--- config.mk ---
export PLATFORM = sky130hd
export DESIGN_NAME = prom_boot_loader
export DESIGN_NICKNAME = d
export VERILOG_FILES = /design/src/rtl/boot_pkg.sv /design/src/rtl/boot_tick.sv /design/src/rtl/boot_bus_engine.sv /design/src/rtl/boot_word_pack.sv /design/src/rtl/prom_boot_loader.sv
export SDC_FILE = /design/constraint.sdc
export NUM_CORES = 1
export LEC_CHECK = 0
export ABC_AREA = 1
export BUFFER_PORTS_ARGS = -buffer_cell sky130_fd_sc_hd__buf_4
export CAP_MARGIN = 20
export CORE_MARGIN = 2
export CORE_UTILIZATION = 40
export CTS_CLUSTER_DIAMETER = 200
export DETAILED_ROUTE_END_ITERATION = 10
export GPL_TIMING_DRIVEN = 0
export HOLD_SLACK_MARGIN = 0.15
export PLACE_DENSITY = 0.58
export SYNTH_ARGS = -nofsm -noshare
export SYNTH_HDL_FRONTEND = slang
export SYNTH_SLANG_ARGS = --single-unit
--- constraint.sdc ---
create_clock -name clk -period 3.4 [get_ports clk]
set_clock_uncertainty 0.2 [all_clocks]
set_input_delay 0.17 -clock clk [delete_from_list [all_inputs] [get_ports clk]]
set_output_delay 0.17 -clock clk [all_outputs]
set_load 0.03 [all_outputs]
--- src/rtl/boot_pkg.sv ---
package boot_pkg;

   typedef enum logic [1:0] {
      OP_START,
      OP_STOP,
      OP_WR,
      OP_RD
   } bus_op_t;

   typedef enum logic [3:0] {
      SQ_START1,
      SQ_DEVW,
      SQ_AH,
      SQ_AL,
      SQ_START2,
      SQ_DEVR,
      SQ_READ,
      SQ_STOP,
      SQ_DONE,
      SQ_FAIL
   } seq_t;

endpackage

--- src/rtl/boot_tick.sv ---
module boot_tick #(
   parameter int DIV = 8
) (
   input  logic clk,
   input  logic rst_n,
   output logic tick_o
);
   generate
      if (DIV == 1) begin : g_full
         assign tick_o = 1'b1;
      end else begin : g_cnt
         localparam int CW = $clog2(DIV);
         logic [CW-1:0] cnt;
         assign tick_o = (cnt == CW'(DIV - 1));
         always_ff @(posedge clk or negedge rst_n) begin
            if (!rst_n)      cnt <= '0;
            else if (tick_o) cnt <= '0;
            else             cnt <= cnt + 1'b1;
         end
      end
   endgenerate
endmodule

--- src/rtl/boot_bus_engine.sv ---
module boot_bus_engine import boot_pkg::*; (
   input  logic       clk,
   input  logic       rst_n,
   input  logic       tick_i,
   input  logic       go_i,
   input  bus_op_t    op_i,
   input  logic [7:0] tx_i,
   input  logic       nak_i,
   input  logic       sda_i,
   output logic       scl_o,
   output logic       sda_oe_o,
   output logic       done_o,
   output logic [8:0] rx_o
);
   logic       busy;
   bus_op_t    op_q;
   logic [1:0] ph;
   logic [3:0] bitn;
   logic [8:0] sh;

   always_ff @(posedge clk or negedge rst_n) begin
      if (!rst_n) begin
         busy     <= 1'b0;
         op_q     <= OP_STOP;
         ph       <= 2'd0;
         bitn     <= 4'd0;
         sh       <= '1;
         rx_o     <= '0;
         scl_o    <= 1'b1;
         sda_oe_o <= 1'b0;
         done_o   <= 1'b0;
      end else begin
         done_o <= 1'b0;
         if (!busy) begin
            if (go_i) begin
               busy <= 1'b1;
               op_q <= op_i;
               ph   <= 2'd0;
               bitn <= 4'd0;
               sh   <= (op_i == OP_RD) ? {8'hFF, nak_i} : {tx_i, 1'b1};
            end
         end else if (tick_i) begin
            ph <= ph + 2'd1;
            unique case (op_q)
               OP_START: begin
                  unique case (ph)
                     2'd0: begin scl_o <= 1'b0; sda_oe_o <= 1'b0; end
                     2'd1: scl_o <= 1'b1;
                     2'd2: sda_oe_o <= 1'b1;
                     default: begin scl_o <= 1'b0; busy <= 1'b0; done_o <= 1'b1; end
                  endcase
               end
               OP_STOP: begin
                  unique case (ph)
                     2'd0: sda_oe_o <= 1'b1;
                     2'd1: scl_o <= 1'b1;
                     2'd2: sda_oe_o <= 1'b0;
                     default: begin busy <= 1'b0; done_o <= 1'b1; end
                  endcase
               end
               default: begin
                  unique case (ph)
                     2'd0: sda_oe_o <= ~sh[8];
                     2'd1: scl_o <= 1'b1;
                     2'd2: rx_o <= {rx_o[7:0], sda_i};
                     default: begin
                        scl_o <= 1'b0;
                        sh    <= {sh[7:0], 1'b1};
                        if (bitn == 4'd8) begin
                           busy   <= 1'b0;
                           done_o <= 1'b1;
                        end else begin
                           bitn <= bitn + 4'd1;
                        end
                     end
                  endcase
               end
            endcase
         end
      end
   end
endmodule

--- src/rtl/boot_word_pack.sv ---
module boot_word_pack #(
   parameter int PAGE_W = 4,
   parameter int STEP_W = 8
) (
   input  logic              clk,
   input  logic              rst_n,
   input  logic              clr_i,
   input  logic              vld_i,
   input  logic [7:0]        byte_i,
   output logic              last_o,
   output logic              bad_o,
   output logic              we_o,
   output logic [PAGE_W-1:0] page_o,
   output logic [STEP_W-1:0] step_o,
   output logic [11:0]       data_o
);
   localparam int AW    = PAGE_W + STEP_W;
   localparam int IMG_B = 2 ** (AW + 1);
   localparam int NB    = IMG_B + 2;
   localparam int CW    = $clog2(NB);

   logic [CW-1:0] cnt;
   logic [3:0]    hi_q;
   logic          fmt_bad;
   logic [15:0]   sum, chk;

   assign last_o = (cnt == CW'(NB - 1));
   assign bad_o  = fmt_bad | (sum != chk);

   always_ff @(posedge clk or negedge rst_n) begin
      if (!rst_n) begin
         cnt <= '0; hi_q <= '0; fmt_bad <= 1'b0; sum <= '0; chk <= '0;
         we_o <= 1'b0; page_o <= '0; step_o <= '0; data_o <= '0;
      end else begin
         we_o <= 1'b0;
         if (clr_i) begin
            cnt <= '0; hi_q <= '0; fmt_bad <= 1'b0; sum <= '0; chk <= '0;
         end else if (vld_i) begin
            cnt <= cnt + 1'b1;
            if (cnt < CW'(IMG_B)) begin
               sum <= sum + {8'd0, byte_i};
               if (!cnt[0]) begin
                  hi_q <= byte_i[3:0];
                  if (byte_i[7:4] != 4'd0) fmt_bad <= 1'b1;
               end else begin
                  we_o   <= 1'b1;
                  page_o <= cnt[AW:STEP_W+1];
                  step_o <= cnt[STEP_W:1];
                  data_o <= {hi_q, byte_i};
               end
            end else if (cnt == CW'(IMG_B)) begin
               chk[15:8] <= byte_i;
            end else begin
               chk[7:0] <= byte_i;
            end
         end
      end
   end
endmodule

--- src/rtl/prom_boot_loader.sv ---
module prom_boot_loader import boot_pkg::*; #(
   parameter int         CLK_DIV = 8,
   parameter int         PAGE_W  = 4,
   parameter int         STEP_W  = 8,
   parameter logic [6:0] DEV_ID  = 7'h50
) (
   input  logic              clk,
   input  logic              rst_n,
   input  logic              reload_i,
   output logic              scl_o,
   input  logic              sda_i,
   output logic              sda_oe_o,
   output logic              sys_rst_o,
   output logic              err_o,
   output logic              mem_we_o,
   output logic [PAGE_W-1:0] mem_page_o,
   output logic [STEP_W-1:0] mem_step_o,
   output logic [11:0]       mem_data_o
);
   localparam int AW = PAGE_W + STEP_W;

   generate
      if (CLK_DIV < 1) begin : g_div_bad
         $error("CLK_DIV below 1");
      end
      if (AW > 14 || PAGE_W < 1 || STEP_W < 1) begin : g_aw_bad
         $error("address split out of range");
      end
   endgenerate

   logic       tick, go_q, nak_q, eng_done, issued, pend, bad_ack, clr_q;
   logic [8:0] eng_rx;
   logic [7:0] tx_q;
   logic [2:0] rl_sync;
   logic       rl_edge, pk_last, pk_bad;
   bus_op_t    op_q;
   seq_t       st;

   assign rl_edge = rl_sync[1] & ~rl_sync[2];

   always_ff @(posedge clk or negedge rst_n) begin
      if (!rst_n) rl_sync <= '0;
      else        rl_sync <= {rl_sync[1:0], reload_i};
   end

   boot_tick #(.DIV(CLK_DIV)) u_tick (
      .clk(clk), .rst_n(rst_n), .tick_o(tick)
   );

   boot_bus_engine u_eng (
      .clk(clk), .rst_n(rst_n), .tick_i(tick), .go_i(go_q), .op_i(op_q),
      .tx_i(tx_q), .nak_i(nak_q), .sda_i(sda_i), .scl_o(scl_o),
      .sda_oe_o(sda_oe_o), .done_o(eng_done), .rx_o(eng_rx)
   );

   boot_word_pack #(.PAGE_W(PAGE_W), .STEP_W(STEP_W)) u_pack (
      .clk(clk), .rst_n(rst_n), .clr_i(clr_q),
      .vld_i(eng_done && st == SQ_READ), .byte_i(eng_rx[8:1]),
      .last_o(pk_last), .bad_o(pk_bad), .we_o(mem_we_o),
      .page_o(mem_page_o), .step_o(mem_step_o), .data_o(mem_data_o)
   );

   always_ff @(posedge clk or negedge rst_n) begin
      if (!rst_n) begin
         st <= SQ_START1; issued <= 1'b0; go_q <= 1'b0; op_q <= OP_START;
         tx_q <= '0; nak_q <= 1'b0; pend <= 1'b0; bad_ack <= 1'b0;
         clr_q <= 1'b0; sys_rst_o <= 1'b1; err_o <= 1'b0;
      end else begin
         go_q  <= 1'b0;
         clr_q <= 1'b0;
         if (st == SQ_DONE || st == SQ_FAIL) begin
            if (pend) begin
               st <= SQ_START1; pend <= 1'b0; clr_q <= 1'b1;
               bad_ack <= 1'b0; err_o <= 1'b0;
            end
         end else if (eng_done) begin
            issued <= 1'b0;
            unique case (st)
               SQ_START1: st <= pend ? SQ_STOP : SQ_DEVW;
               SQ_DEVW, SQ_AH, SQ_AL: begin
                  if (eng_rx[0]) begin
                     bad_ack <= 1'b1; st <= SQ_STOP;
                  end else if (pend) st <= SQ_STOP;
                  else if (st == SQ_DEVW) st <= SQ_AH;
                  else if (st == SQ_AH)   st <= SQ_AL;
                  else                    st <= SQ_START2;
               end
               SQ_START2: st <= pend ? SQ_STOP : SQ_DEVR;
               SQ_DEVR: begin
                  if (eng_rx[0]) begin
                     bad_ack <= 1'b1; st <= SQ_STOP;
                  end else st <= SQ_READ;
               end
               SQ_READ: if (nak_q) st <= SQ_STOP;
               SQ_STOP: begin
                  if (pend) begin
                     st <= SQ_START1; pend <= 1'b0; clr_q <= 1'b1;
                     bad_ack <= 1'b0; err_o <= 1'b0;
                  end else if (bad_ack || pk_bad) begin
                     st <= SQ_FAIL; err_o <= 1'b1;
                  end else begin
                     st <= SQ_DONE; sys_rst_o <= 1'b0;
                  end
               end
               default: ;
            endcase
         end else if (!issued && !clr_q) begin
            go_q   <= 1'b1;
            issued <= 1'b1;
            unique case (st)
               SQ_START1, SQ_START2: op_q <= OP_START;
               SQ_DEVW: begin op_q <= OP_WR; tx_q <= {DEV_ID, 1'b0}; end
               SQ_AH, SQ_AL: begin op_q <= OP_WR; tx_q <= 8'h00; end
               SQ_DEVR: begin op_q <= OP_WR; tx_q <= {DEV_ID, 1'b1}; end
               SQ_READ: begin op_q <= OP_RD; nak_q <= pk_last | pend; end
               default: op_q <= OP_STOP;
            endcase
         end
         if (rl_edge) begin
            pend      <= 1'b1;
            sys_rst_o <= 1'b1;
         end
      end
   end
endmodule

==> Word level (Yosys, flattened, before mapping) <==
Index checks and enable logic that the tools add are counted.
{ "op_classes": {"mux": 106, "bitwise": 10, "n_reduce_logical": 55, "n_lt_le_gt_ge": 1, "eq_ne": 37, "n_addsub": 5} }
{ "op_table": {"columns": ["operator", "n"], "rows": [
  ["16-bit two-way mux", 6],
  ["4-bit two-way mux", 15],
  ["1-bit two-way mux", 55],
  ["9-bit two-way mux", 6],
  ["4-bit AND reduction", 8],
  ["14-bit equality test (second input constant)", 2],
  ["14-bit two-way mux", 2],
  ["4-bit case mux with 6 select lines", 1],
  ["8-bit case mux with 3 select lines", 1],
  ["2-bit inequality test (second input constant)", 11],
  ["5-bit AND reduction", 4],
  ["2-bit nonzero test", 10],
  ["3-bit two-way mux", 6],
  ["16-bit by 8-bit adder with 16-bit output", 1],
  ["4-bit by 3-bit equality test with 1-bit output (second input constant)", 4],
  ["8-bit two-way mux", 2],
  ["16-bit inequality test", 1],
  ["3-bit AND reduction", 5],
  ["3-bit nonzero test", 5],
  ["14-bit by 1-bit adder with 14-bit output (second input constant)", 1],
  ["14-bit < comparator (second input constant)", 1],
  ["1-bit case mux with 2 select lines", 7],
  ["4-bit equality test (second input constant)", 3],
  ["3-bit by 1-bit inequality test with 1-bit output (second input constant)", 4],
  ["27 further kinds", 53]
]} }
{ "totals": {"output_inout_bits": 29, "wordCells": 246, "ff_bits": 134} }

==> Logic depth before layout (Yosys ltp) <==
{ "logic_depth": {"depth_word": 9, "ltp_mapped": 12} }

==> By module <==
Synthesis repeated with hierarchy kept, for this count alone.
{ "unflattened": {"cells_unflattened": 803, "hier_area_um2": 6646.4} }
{ "by_module_without_submodules": {"columns": ["module", "instances", "seq_area_each_um2", "area_per_inst_um2", "cells_per_inst"], "rows": [
  ["boot_word_pack", 1, 1901.8, 4103.9, 510],
  ["boot_bus_engine", 1, 764.5, 1483.9, 168],
  ["prom_boot_loader", 1, 476.7, 954.7, 119],
  ["boot_tick", 1, 75.1, 103.8, 6]
]} }

==> Least setup slack after synthesis <==
Ideal clock, no wire load.
{ "synth_timing": {"path_kind": "register to register", "startpoint": "reg u_eng.rx_o[1]", "endpoint": "reg u_pack.sum[14]", "period_less_slack_ps": 1934, "required_ps": 3079, "setup_time_ps": 121, "path_stages_with_launch": 11, "path_slack_ps": 1466, "arrival_time_ps": 1613, "path_cell_list": "dfrtp_1 > ha_1 > fa_1 > nand3_1 > nand2_1 > nand2_1 > nand2_1 > nand3_1 > nor2_1 > nor2_1 > nor2_1"} }
{ "synth_via": {"elab_chain_cells": 4} }
{ "synth_lines": {"columns": ["item", "line_no", "text"], "rows": [
  ["start: declaration", "boot_bus_engine.sv:13", "output logic [8:0] rx_o"],
  ["start signal: assignment", "boot_bus_engine.sv:65", "2'd2: rx_o <= {rx_o[7:0], sda_i};"],
  ["16-bit by 8-bit adder with 16-bit output", "boot_word_pack.sv:41", "sum <= sum + {8'd0, byte_i};"],
  ["16-bit two-way mux", "boot_word_pack.sv:40", "if (cnt < CW'(IMG_B)) begin"],
  ["16-bit two-way mux", "boot_word_pack.sv:38", "end else if (vld_i) begin"],
  ["16-bit two-way mux", "boot_word_pack.sv:36", "if (clr_i) begin"],
  ["end signal: assignment", "boot_word_pack.sv:41", null],
  ["end: declaration", "boot_word_pack.sv:25", "logic [15:0] sum, chk;"]
]} }
No other way between the ends. The select of a mux whose other input is x is not followed.
A chain may end at the register's enable or synchronous reset.

==> Worst setup path in the final report <==
{ "layout_timing": {"startpoint": "reg u_eng.ph[0]", "endpoint": "reg u_eng.rx_o[3]"} }
{ "layout_via": {"elab_chain_cells": 2} }
{ "layout_lines": {"columns": ["item", "line_no", "text"], "rows": [
  ["start: declaration", "boot_bus_engine.sv:17", "logic [1:0] ph;"],
  ["start signal: assignment", "boot_bus_engine.sv:43", "ph <= ph + 2'd1;"],
  ["2-bit equality test", "boot_bus_engine.sv:62", "unique case (ph)"],
  ["4-bit AND reduction (no line)", null, null]
]} }
No other way between the ends.

==> flow_summary.ini <==
[power_and_ir_drop]
leakagePower_nw = 3.83
p_sw_w = 0.000727
power.total_w = 0.00339
power.density_nw_per_um2 = 441
comb_power_share_pct = 1.3
clkPwrFrac_pct = 53.6
cellInternalPower_w = 0.00266
switching_share_pct = 21.5
p_seq_share_pct = 45.1
irDropWorstVdd_mv = 0.375

[timing]
finalSetupTns_ps = 0
rsz0062_at_grt = no
hold_slack_ps = 148
relSlewSlack_pct = 53.3
hold_viol_final = 0
worstMarginPinSlew_ps = 696
fmax_mhz = 428
setup_viol = 0
slew_viol_final = 0
period_needed_ps = 2340
period_share_pct = 68.7

[clock_network]
holdBufCountCts = 5
cts_sinks = 128
clk_pin_slew_ps = 60
cts_buffers = 17
clock_path_buffers = 2
cts_root_buffer = clkbuf_16
clk-insertion-delay-late_ps = 420
cts_max_level = 4
ctsResizeCount = 0
cts_tree = built
post_cts_buffers = 0

[setup_path]
critPathMaxFanout = 10
critPathMaxStageDelay_ps = 600
r2r_setup_slack_ps = 1060
cpMostUsedCell = inv_1
critPathKind = flip-flop to flip-flop
rr_worst_depth = 6
start_kind = flip-flop
setup.worst_path.end_class = flip-flop
path_cells = inv_1, ha_1, inv_1, nor3_2, clkbuf_1, o21ai_0
cp_slowest_cell = nor3_2
r2r_start = u_eng.ph[0]
required_ps = 3480
r2r-end = u_eng.rx_o[3]
critPathArrivalTime_ps = 2410

[synth]
ys_seq_elements = 128
synth-xor-area-share_pct = 1.08
synth_cells = 812
synth.most_common_cell = nand2_1
netlist_area_sq_um = 6480
synthMuxAreaShare_pct = 0.154
synthArstFlopShare_pct = 100
ys_types = 42
ys_seq_area_share_pct = 49.7
syn_area_per_cell_sq_um = 7.98
yosys.area_share.simple_pct = 25.7
synth_top_family_by_area = simple AND/OR/NAND/NOR gates
yosys-top-cells-count = 224 x nand2_1, 116 x dfrtp_1, 103 x inv_1
ys_top_cells_by_area = dfrtp_1 45%, nand2_1 13%, o21ai_0 6.4%, inv_1 6.0%, dfstp_2 4.9%
syn_nets = 836
synth_top_area_cell = dfrtp_1
synth_edf_count = 0
synth_ff_type = dfrtp_1
synthAdderAreaFrac_pct = 3.98
synth_top_area_share_pct = 44.8
synth_compound_area_share_pct = 11.7
yosys_warnings = 0

[finish]
multi_input_area_sq_um = 2760
antenna_cells = 0
drive_gt1_share_pct = 12.6
area_delta_synth_final_pct = 18.4
fillers = 1589
nets = 893
regArea_sq_um = 3220

[min_path]
hold_path_depth = 0
min_to = rl_sync[1]
holdCritPathClass = flip-flop to flip-flop
hold_start = rl_sync[0]

[detailed_routing]
drt-initial-drc-count = 336
drtAntennaViolNets = 0
dr_total_vias = 5376
wl_mm = 15.7
drt-wirelength-per-cell_um = 14.3
post-route-drc-count = 0
drt_pre_antenna_iters = 5
viasPerCell = 4.90

[grt]
grt_pass1_wl_mm = 26.4
grt.total_usage_pct = 19.2
met1_usage_pct = 27.1
use_met2_pct = 29.5
gr-max-usage-layer = met2
antenna_found_initial = 0
grt_util_met3_pct = 3.78
grt_pass1_vias = 5136
grt_overflow = 0
grt_start_max_net_pins = 89

[placement]
detailed_place_hpwl_mm = 11.3
port_buffers = 32
globalplace.congestion = 0.839

[floorplanning]
io_pins = 33
initial_core_util_pct = 40.8
placeableCoreArea_sq_um = 15900
die_w_um = 131
dieArea_sq_um = 17200
rows = 46
die_h_um = 131

[run]
maxCapViolations = 0

[outcome]
outcome = finished clean
==> final cells by class <==
cell class	count	share of cell area (%)
buffer	16	1.21
clock buffer	20	5.95
clock inverter	12	1.75
inverter	108	5.30
multi-input combinational	560	36.0
sequential	128	42.0
tap	216	3.52
timing repair buffer	38	4.32
==> metal layers <==
metal / wire, um / vias to the layer above
li1: - / 2736
met1: 7820 / 2520
met2: 6990 / 99
met3: 544 / 21
met4: 306 / 0
met5: 0 / -
==> registers in the layout (all words and copies together), names as in the netlist, 2 cells and up <==
register and cells:
u_pack.page_o 4, u_pack.sum 16, u_eng.sh 9, u_tick.g_cnt.cnt 3, u_pack.step_o 8, u_eng.bitn 4
u_pack.cnt 14, u_pack.chk 16, u_eng.ph 2, st 4, u_eng.rx_o 9, u_eng.op_q 2
op_q 2, tx_q 2, rl_sync 3, u_pack.hi_q 4, u_pack.data_o 12
==> cell usage in the layout (no fill, tap or decap), drive strengths merged <==
cell type,count
mux2i,1
o21bai,2
o21ai,89
a21o,1
a32o,1
and3,1
o211ai,2
dfrtp,116
dlygate4sd3,4
xor2,4
o21a,1
clkinv,7
nor3b,1
nor3,22
bufinv,2
nor2,84
o41ai,1
buf,44
nand3,46
a21oi,32
clkbuf,26
o2111ai,1
xnor2,4
dfstp,12
a31oi,3
nand4,8
ha,19
inv,109
fa,1
nand2,229
or2,1
o22ai,5
clkinvlp,2
a41oi,1
==> worst max path at each step <==
stage                     cells past startpoint              to          start  slack [ps]
final                                         6   u_eng.rx_o[3]    u_eng.ph[0]        1060
after global routing                          6   u_eng.rx_o[4]    u_eng.ph[0]         940
after CTS                                     6   u_eng.rx_o[3]    u_eng.ph[0]        1110
after detailed placement                      6   u_eng.rx_o[3]    u_eng.ph[0]        1120
after global placement                        6   u_eng.rx_o[1]    u_eng.ph[0]        1140
after floorplan                              10  u_pack.sum[14]  u_eng.rx_o[1]        1470
==> stage by stage <==
stage          cell area [sq um]  instances  worst slack [ps]  util, %
2_1_floorplan               6480        812              1470        -
4_1_cts                     7670       1098              1110     48.3
5_1_grt                     7670       1098               938     48.3
6_report                    7670       1098              1060     48.3
3_3_place_gp                6990       1060              1140     44.0
3_5_place_dp                7020       1061              1120     44.2
==> critical path, delay by kind of cell (launching register included) <==
kind            cells  cell delay, ps
buf+inv             3             610
simple gates        1             600
flops               1             400
fa+ha+maj           1             220
compound gates      1             170
==> logic make-up after synthesis <==
group                      count (synthesis)
muxes                                      1
AOI/OAI and AO/OA                        139
xor gates and xnor gates                   8
and+or+nand+nor                          392
buffers and inverters                    124
DFF                                      128
adders and majority gates                 20
==> power by group through the flow <==
stage | clock (W) | combinational (W) | sequential [W]
finish | 0.00181 | 0.0000441 | 0.00153
detailed placement | 0 | 0.0000399 | 0.00155
global placement | 0 | 0.0000354 | 0.00155
CTS | 0.00186 | 0.0000470 | 0.00153
global route | 0.00191 | 0.0000520 | 0.00153
floorplan | 0 | 0.000000739 | 0.00155
Note: power is estimated with default switching activity, not from simulation.
